### src/rtl/chrx_pkg.sv
package chrx_pkg;
  // Architectural constants of the translator
  localparam int NUM_SLOTS = 8;
  localparam int SLOT_W    = $clog2(NUM_SLOTS);
  localparam int NUM_BANKS = 12;
  localparam int IDX_W     = 4;

  // Decoded write strobes from control to datapath
  typedef struct packed {
    logic modeWe;
    logic baseWe;
    logic extWe;
    logic selWe;
    logic dataWe;
    logic latchWe;
  } wrStrobe_t;
endpackage

### src/rtl/chrx_ctrl.sv
module chrx_ctrl
  import chrx_pkg::*;
#(
  parameter int ADDR_W = 16
) (
  input  logic              cpuWe,
  input  logic [ADDR_W-1:0] cpuAddr,
  input  logic              cnMode,
  output wrStrobe_t         stb
);
  localparam int TOP = ADDR_W - 1;

  logic outerHit;
  logic upperHit;
  logic unusedAddrBits;

  assign outerHit = cpuWe && (cpuAddr[TOP:TOP-3] == 4'h5) && cpuAddr[4];
  assign upperHit = cpuWe && cpuAddr[TOP];
  assign unusedAddrBits = ^{cpuAddr[TOP-4:5], cpuAddr[3:2]};

  always_comb begin
    stb         = '0;
    stb.modeWe  = outerHit && (cpuAddr[1:0] == 2'd0);
    stb.baseWe  = outerHit && (cpuAddr[1:0] == 2'd2);
    stb.extWe   = outerHit && (cpuAddr[1:0] == 2'd3);
    stb.selWe   = upperHit && (cpuAddr[TOP-1:TOP-2] == 2'b00) && !cpuAddr[0];
    stb.dataWe  = upperHit && (cpuAddr[TOP-1:TOP-2] == 2'b00) && cpuAddr[0];
    // latch window skips the second quarter of the upper half
    stb.latchWe = upperHit && cnMode && (cpuAddr[TOP-1:TOP-2] != 2'b01);
  end
endmodule

### src/rtl/chrx_datapath.sv
module chrx_datapath
  import chrx_pkg::*;
#(
  parameter int DATA_W = 8,
  parameter int OFS_W  = 10
) (
  input  logic                             clk,
  input  logic                             rstN,
  input  wrStrobe_t                        stb,
  input  logic [DATA_W-1:0]                cpuData,
  input  logic                             chrRomPresent,
  input  logic                             ramWinCfg,
  input  logic                             ramLowPages,
  input  logic [SLOT_W+OFS_W-1:0]          ppuAddr,
  output logic [NUM_SLOTS*(DATA_W+SLOT_W)-1:0] slotPages,
  output logic [NUM_SLOTS-1:0]             slotRam,
  output logic [DATA_W+SLOT_W+OFS_W-1:0]   chrAddr,
  output logic                             chrRam,
  output logic                             cnMode
);
  localparam int PAGE_W = DATA_W + SLOT_W;

  function automatic logic [DATA_W-1:0] bankInit(int k);
    case (k)
      0: return DATA_W'(0);
      1: return DATA_W'(2);
      2: return DATA_W'(4);
      3: return DATA_W'(5);
      4: return DATA_W'(6);
      5: return DATA_W'(7);
      6: return DATA_W'(0);
      7: return DATA_W'(1);
      8: return {{(DATA_W-1){1'b1}}, 1'b0};
      default: return {DATA_W{1'b1}};
    endcase
  endfunction

  // configuration state
  logic              sizeHalf, forceRam, flatMode, extMode, invert;
  logic [DATA_W-1:0] base;
  logic [IDX_W-1:0]  curIdx;
  logic [1:0]        cnLatch;
  logic [DATA_W-1:0] bankReg [NUM_BANKS];
  logic [IDX_W-1:0]  wrIdx;

  always_ff @(posedge clk) begin
    if (!rstN) begin
      sizeHalf <= 1'b0;
      forceRam <= 1'b0;
      flatMode <= 1'b0;
      extMode  <= 1'b0;
      cnMode   <= 1'b0;
      invert   <= 1'b0;
      base     <= '0;
      curIdx   <= '0;
      cnLatch  <= '0;
    end else begin
      if (stb.modeWe) begin
        sizeHalf <= cpuData[4];
        forceRam <= cpuData[5];
        flatMode <= cpuData[6];
      end
      if (stb.extWe) begin
        extMode <= cpuData[1];
        cnMode  <= cpuData[2] | cpuData[6];
      end
      if (stb.selWe) begin
        invert <= cpuData[DATA_W-1];
        curIdx <= cpuData[IDX_W-1:0];
      end
      if (stb.baseWe) begin
        base    <= cpuData;
        cnLatch <= '0;
      end else if (stb.latchWe) begin
        cnLatch <= cpuData[1:0];
      end
    end
  end

  assign wrIdx = extMode ? curIdx : {1'b0, curIdx[IDX_W-2:0]};

  for (genvar k = 0; k < NUM_BANKS; k++) begin : gBank
    always_ff @(posedge clk) begin
      if (!rstN)
        bankReg[k] <= bankInit(k);
      else if (stb.dataWe && (wrIdx == IDX_W'(k)))
        bankReg[k] <= cpuData;
    end
  end

  // bank-register scheme, logical slot order
  logic [PAGE_W-1:0] baseShift, innerMask, outerBits;
  logic [PAGE_W-1:0] logPage [NUM_SLOTS];

  assign baseShift = {base, {SLOT_W{1'b0}}};
  assign innerMask = sizeHalf ? PAGE_W'({1'b0, {(DATA_W-1){1'b1}}})
                              : PAGE_W'({DATA_W{1'b1}});
  assign outerBits = baseShift & ~innerMask;

  for (genvar l = 0; l < NUM_SLOTS; l++) begin : gLog
    localparam int NORM_SRC = (l < 4) ? (l / 2) : (l - 2);
    localparam int EXT_SRC  = (l == 1) ? 10 : (l == 3) ? 11 :
                              (l == 0) ? 0  : (l == 2) ? 1  : (l - 2);
    logic [DATA_W-1:0] normRaw;
    if (l < 4) begin : gPair
      assign normRaw = {bankReg[NORM_SRC][DATA_W-1:1], 1'(l % 2)};
    end else begin : gSingle
      assign normRaw = bankReg[NORM_SRC];
    end
    assign logPage[l] = extMode ? (PAGE_W'(bankReg[EXT_SRC]) | baseShift)
                                : ((PAGE_W'(normRaw) & innerMask) | outerBits);
  end

  // flat scheme block number
  logic [DATA_W-1:0] cnMask, flatBlk;
  logic [SLOT_W-1:0] swapKey;

  assign cnMask  = !cnMode ? '0 : (sizeHalf ? DATA_W'(1) : DATA_W'(3));
  assign flatBlk = (DATA_W'(cnLatch) & cnMask) | base;
  assign swapKey = {invert, {(SLOT_W-1){1'b0}}};

  for (genvar p = 0; p < NUM_SLOTS; p++) begin : gSlot
    logic [PAGE_W-1:0] page;
    assign page = flatMode ? {flatBlk, SLOT_W'(p)}
                           : logPage[SLOT_W'(p) ^ swapKey];
    assign slotPages[p*PAGE_W +: PAGE_W] = page;
    assign slotRam[p] = !chrRomPresent || forceRam ||
                        (ramWinCfg && ramLowPages && (page <= PAGE_W'(7)));
  end

  logic [SLOT_W-1:0] slotSel;
  assign slotSel = ppuAddr[SLOT_W+OFS_W-1:OFS_W];
  assign chrAddr = {slotPages[slotSel*PAGE_W +: PAGE_W], ppuAddr[OFS_W-1:0]};
  assign chrRam  = slotRam[slotSel];
endmodule

### src/rtl/chrx_top.sv
module chrx_top
  import chrx_pkg::*;
#(
  parameter int DATA_W = 8,
  parameter int ADDR_W = 16,
  parameter int OFS_W  = 10
) (
  input  logic                                  clk,
  input  logic                                  rstN,
  input  logic                                  cpuWe,
  input  logic [ADDR_W-1:0]                     cpuAddr,
  input  logic [DATA_W-1:0]                     cpuData,
  input  logic                                  chrRomPresent,
  input  logic                                  ramWinCfg,
  input  logic                                  ramLowPages,
  input  logic [SLOT_W+OFS_W-1:0]               ppuAddr,
  output logic [NUM_SLOTS*(DATA_W+SLOT_W)-1:0]  slotPages,
  output logic [NUM_SLOTS-1:0]                  slotRam,
  output logic [DATA_W+SLOT_W+OFS_W-1:0]        chrAddr,
  output logic                                  chrRam
);
  wrStrobe_t stb;
  logic      cnMode;

  chrx_ctrl #(.ADDR_W(ADDR_W)) uCtrl (
    .cpuWe   (cpuWe),
    .cpuAddr (cpuAddr),
    .cnMode  (cnMode),
    .stb     (stb)
  );

  chrx_datapath #(.DATA_W(DATA_W), .OFS_W(OFS_W)) uDp (
    .clk           (clk),
    .rstN          (rstN),
    .stb           (stb),
    .cpuData       (cpuData),
    .chrRomPresent (chrRomPresent),
    .ramWinCfg     (ramWinCfg),
    .ramLowPages   (ramLowPages),
    .ppuAddr       (ppuAddr),
    .slotPages     (slotPages),
    .slotRam       (slotRam),
    .chrAddr       (chrAddr),
    .chrRam        (chrRam),
    .cnMode        (cnMode)
  );
endmodule

### config.mk
export PLATFORM = sky130hd
export DESIGN_NAME = chrx_top
export DESIGN_NICKNAME = d
export VERILOG_FILES = /design/src/rtl/chrx_pkg.sv /design/src/rtl/chrx_ctrl.sv /design/src/rtl/chrx_datapath.sv /design/src/rtl/chrx_top.sv
export SDC_FILE = /design/constraint.sdc
export NUM_CORES = 1
export LEC_CHECK = 0
export BUFFER_PORTS_ARGS = -buffer_cell sky130_fd_sc_hd__buf_2
export CORE_ASPECT_RATIO = 1.2
export CORE_UTILIZATION = 38
export DETAILED_ROUTE_END_ITERATION = 16
export GPL_ROUTABILITY_DRIVEN = 0
export GPL_TIMING_DRIVEN = 0
export HOLD_SLACK_MARGIN = 0.1
export PLACE_DENSITY = 0.61
export SLEW_MARGIN = 0
export SYNTH_ARGS = -nofsm -noshare
export SYNTH_HDL_FRONTEND = slang
export SYNTH_HIERARCHICAL = 1
export SYNTH_SLANG_ARGS = --single-unit
export TNS_END_PERCENT = 100
### constraint.sdc
create_clock -name clk -period 3.9 [get_ports clk]
set_clock_uncertainty 0.1 [all_clocks]
set_input_delay 0 -clock clk [delete_from_list [all_inputs] [get_ports clk]]
set_output_delay 0 -clock clk [all_outputs]
set_load 0.01 [all_outputs]
==> results.ini <==
[cts]
cts_resized=0
cts.sinks=84
clk_latency_ns=0.33
clk_transition_reported_paths_ns=0.06
cts_tree=done
ctsHoldBuffers=28
post_cts_buffers=0
clock_tree.root_cell=clkbuf_16
htreeDepth=3
cts_max_path_buffers=2
numCtsBuffers=9

[worst_setup_path]
cp_max_fo=10
critPathRequiredTime_ns=3.74
rrSetupSlack_ns=0.76
worst_ep_arrival_time_ns=2.98
start_kind=register
worstSetupPathType=reg -> reg
worst_setup_path_end_kind=register

[worst_hold_path]
hp-class=in -> reg

[drt]
dr.pass1.iters=7
vias_per_cell=5.69
drc=0
drt_first_iter_violations=464
routed_wl_microns=20800
vias=5804
antenna_left=0
wl_per_cell_microns=20.3

[timing]
clock.fmax_ghz=0.318
setup_viol=0
tightest_slew_ns=1.41
relSlewSlack=0.0496
fin_setup_tns_ns=0
min_period_ns=3.14
period_share=0.806
drv_slew=0
rsz0062_at_grt=false
hold_viol=0
hold-worst-slack_ns=0.118

[floorplan]
dieArea_sq_um=16300
pin_count=161
rows=49
start_util=0.395
core_sq_um=15200
fp.dieW_microns=117
die_h_microns=140

[outcome]
status=complete, no violations

[layout]
fillers=1444
drive_gt1_frac=0.335
final_util=0.499
multi_input_area_sq_um=3150
diodes=0
finalNetCount=854
syn_to_final_growth_pct=26.3
seq_area_sq_um=2320
final_cells=1020

[run]
max_cap_violations=0

[logic_synthesis]
ys_seq_area_frac=0.387
yosysWarnings=6
ys_ff_latch=84
synth.area.top_cells=edfxtp_1 32%, mux2i_1 8.5%, dfxtp_1 6.7%
synth_top_area_frac=0.320
synth_nets=670
synth.avg_cell_area_sq_um=9.58
synth.top_cells.by_count=64 x edfxtp_1, 61 x nor2_1, 51 x mux2i_1
synth_edf_count=64
async_flop_share=0
yosysTopAreaCell=edfxtp_1
synth.most_common_cell=edfxtp_1
synthCells=627
synthesis.area_sq_um=6010
ys.flop_type=edfxtp_1
ys_types=63

[global_route]
grt.overflow.total=0
antenna_found_initial=0
grt_pass1_wl_microns=30800
grt_max_degree=15
track_usage=0.254
grt_pass1_vias=5380

[power]
leakagePower_nw=3.02
p_per_area_nw_per_um2=281
ir_drop_mv=0.165

[place]
dp_hpwl_microns=16100
dp.cells=974
port-buffer-count=140

[worst max-delay path: stages (launching register included)]
cell and delay [ns]:
dfxtp_1 0.39, buf_6 0.17, buf_4 0.21, clkbuf_1 0.52
nand3_1 0.23, o21ai_0 1.13
[path summary, 6_finish.rpt]
path / from / to / depth (start not counted)
hold / removal: cpuAddr[12] / uDp/cnMode$_SDFFE_PN0P_ / 5
setup / recovery: uDp/extMode$_SDFFE_PN0P_ / uDp/bankReg[2][31]$_SDFFCE_PN1P_ / 5
hold reg to reg: uDp/cnLatch[1]$_SDFFE_PP0P_ / uDp/cnLatch[1]$_SDFFE_PP0P_ / 2
setup reg to reg: uDp/extMode$_SDFFE_PN0P_ / uDp/bankReg[2][31]$_SDFFCE_PN1P_ / 5
[metal layers]
metal | up-vias | global-route usage | share of wire | routed length [microns]
li1 | 2641 | - | - | -
met1 | 2719 | 0.317 | 0.40 | 8350
met2 | 379 | 0.424 | 0.48 | 9940
met3 | 65 | 0.0331 | 0.076 | 1580
met4 | 0 | 0.133 | 0.043 | 889
met5 | - | 0 | 0 | 0
[stage by stage]
| stage | area, sq um | power (mW) | setup WS [ns] |
|---|---|---|---|
| 2_1_floorplan | 6010 | 1.16 | 1.67 |
| 3_3_place_gp | 6960 | 1.28 | 0.648 |
| 3_5_place_dp | 7000 | 1.28 | 0.743 |
| 4_1_cts | 7570 | 2.13 | 0.747 |
| 5_1_grt | 7580 | 2.20 | 0.657 |
| 6_report | 7580 | 2.13 | 0.757 |
[report_power, final]
group	leakage [nW]	total [mW]	switching, mW	internal, mW
Sequential	0.737	0.988	0.0136	0.975
Combinational	2.15	0.301	0.171	0.130
Clock	0.136	0.841	0.343	0.499
Total	3.02	2.13	0.528	1.60
[placed cells by master (no fill, tap or decap), types with 6 or more instances in the layout]
cell / Yosys / final
dfxtp_1: 20 / 20
a22oi_1: 11 / 11
buf_2: 15 / 156
nor4_1: 9 / 8
mux2_2: 9 / 9
nor3_1: 9 / 9
nor2_1: 61 / 61
and2_1: 45 / 45
dlygate4sd3_1: 0 / 28
nand2_1: 35 / 35
o21ai_0: 35 / 32
a211oi_1: 9 / 9
a21oi_1: 24 / 24
or2_2: 19 / 19
nand2b_1: 16 / 16
o21ai_1: 3 / 6
mux2i_1: 51 / 51
edfxtp_1: 64 / 64
mux4_2: 14 / 14
inv_1: 11 / 11
buf_4: 43 / 47
a221o_1: 6 / 6
or3_1: 10 / 10
clkbuf_1: 20 / 22
clkbuf_16: 0 / 9
nand3_1: 10 / 10
[sequential cells by signal, indices dropped and copies added (netlist names)]
| name | cells |
|---|---|
| uDp/bankReg | 64 |
| uDp/flatMode | 1 |
| uDp/forceRam | 1 |
| uDp/cnMode | 1 |
| uDp/curIdx | 4 |
| uDp/invert | 1 |
| uDp/cnLatch | 2 |
| uDp/extMode | 1 |
| uDp/base | 8 |
| uDp/sizeHalf | 1 |
[final cells by class]
cell class | instances | share of cell area
multi-input combinational | 447 | 0.415
sequential | 84 | 0.306
timing repair buffer | 173 | 0.134
buffer | 83 | 0.0658
tap | 204 | 0.0337
clock buffer | 11 | 0.0307
clock inverter | 5 | 0.00825
inverter | 13 | 0.00643
[cell families (layout without fill, tap and decap cells)]
logic type | count (synthesis) | after routing | synth area share
AO/OA/AOI/OAI | 132 | 132 | 0.150
buffers and inverters | 96 | 285 | 0.0912
flip-flops | 84 | 84 | 0.387
multiplexers | 75 | 75 | 0.156
AND/OR/NAND/NOR | 240 | 240 | 0.216
(Power assumes the default switching activity.)
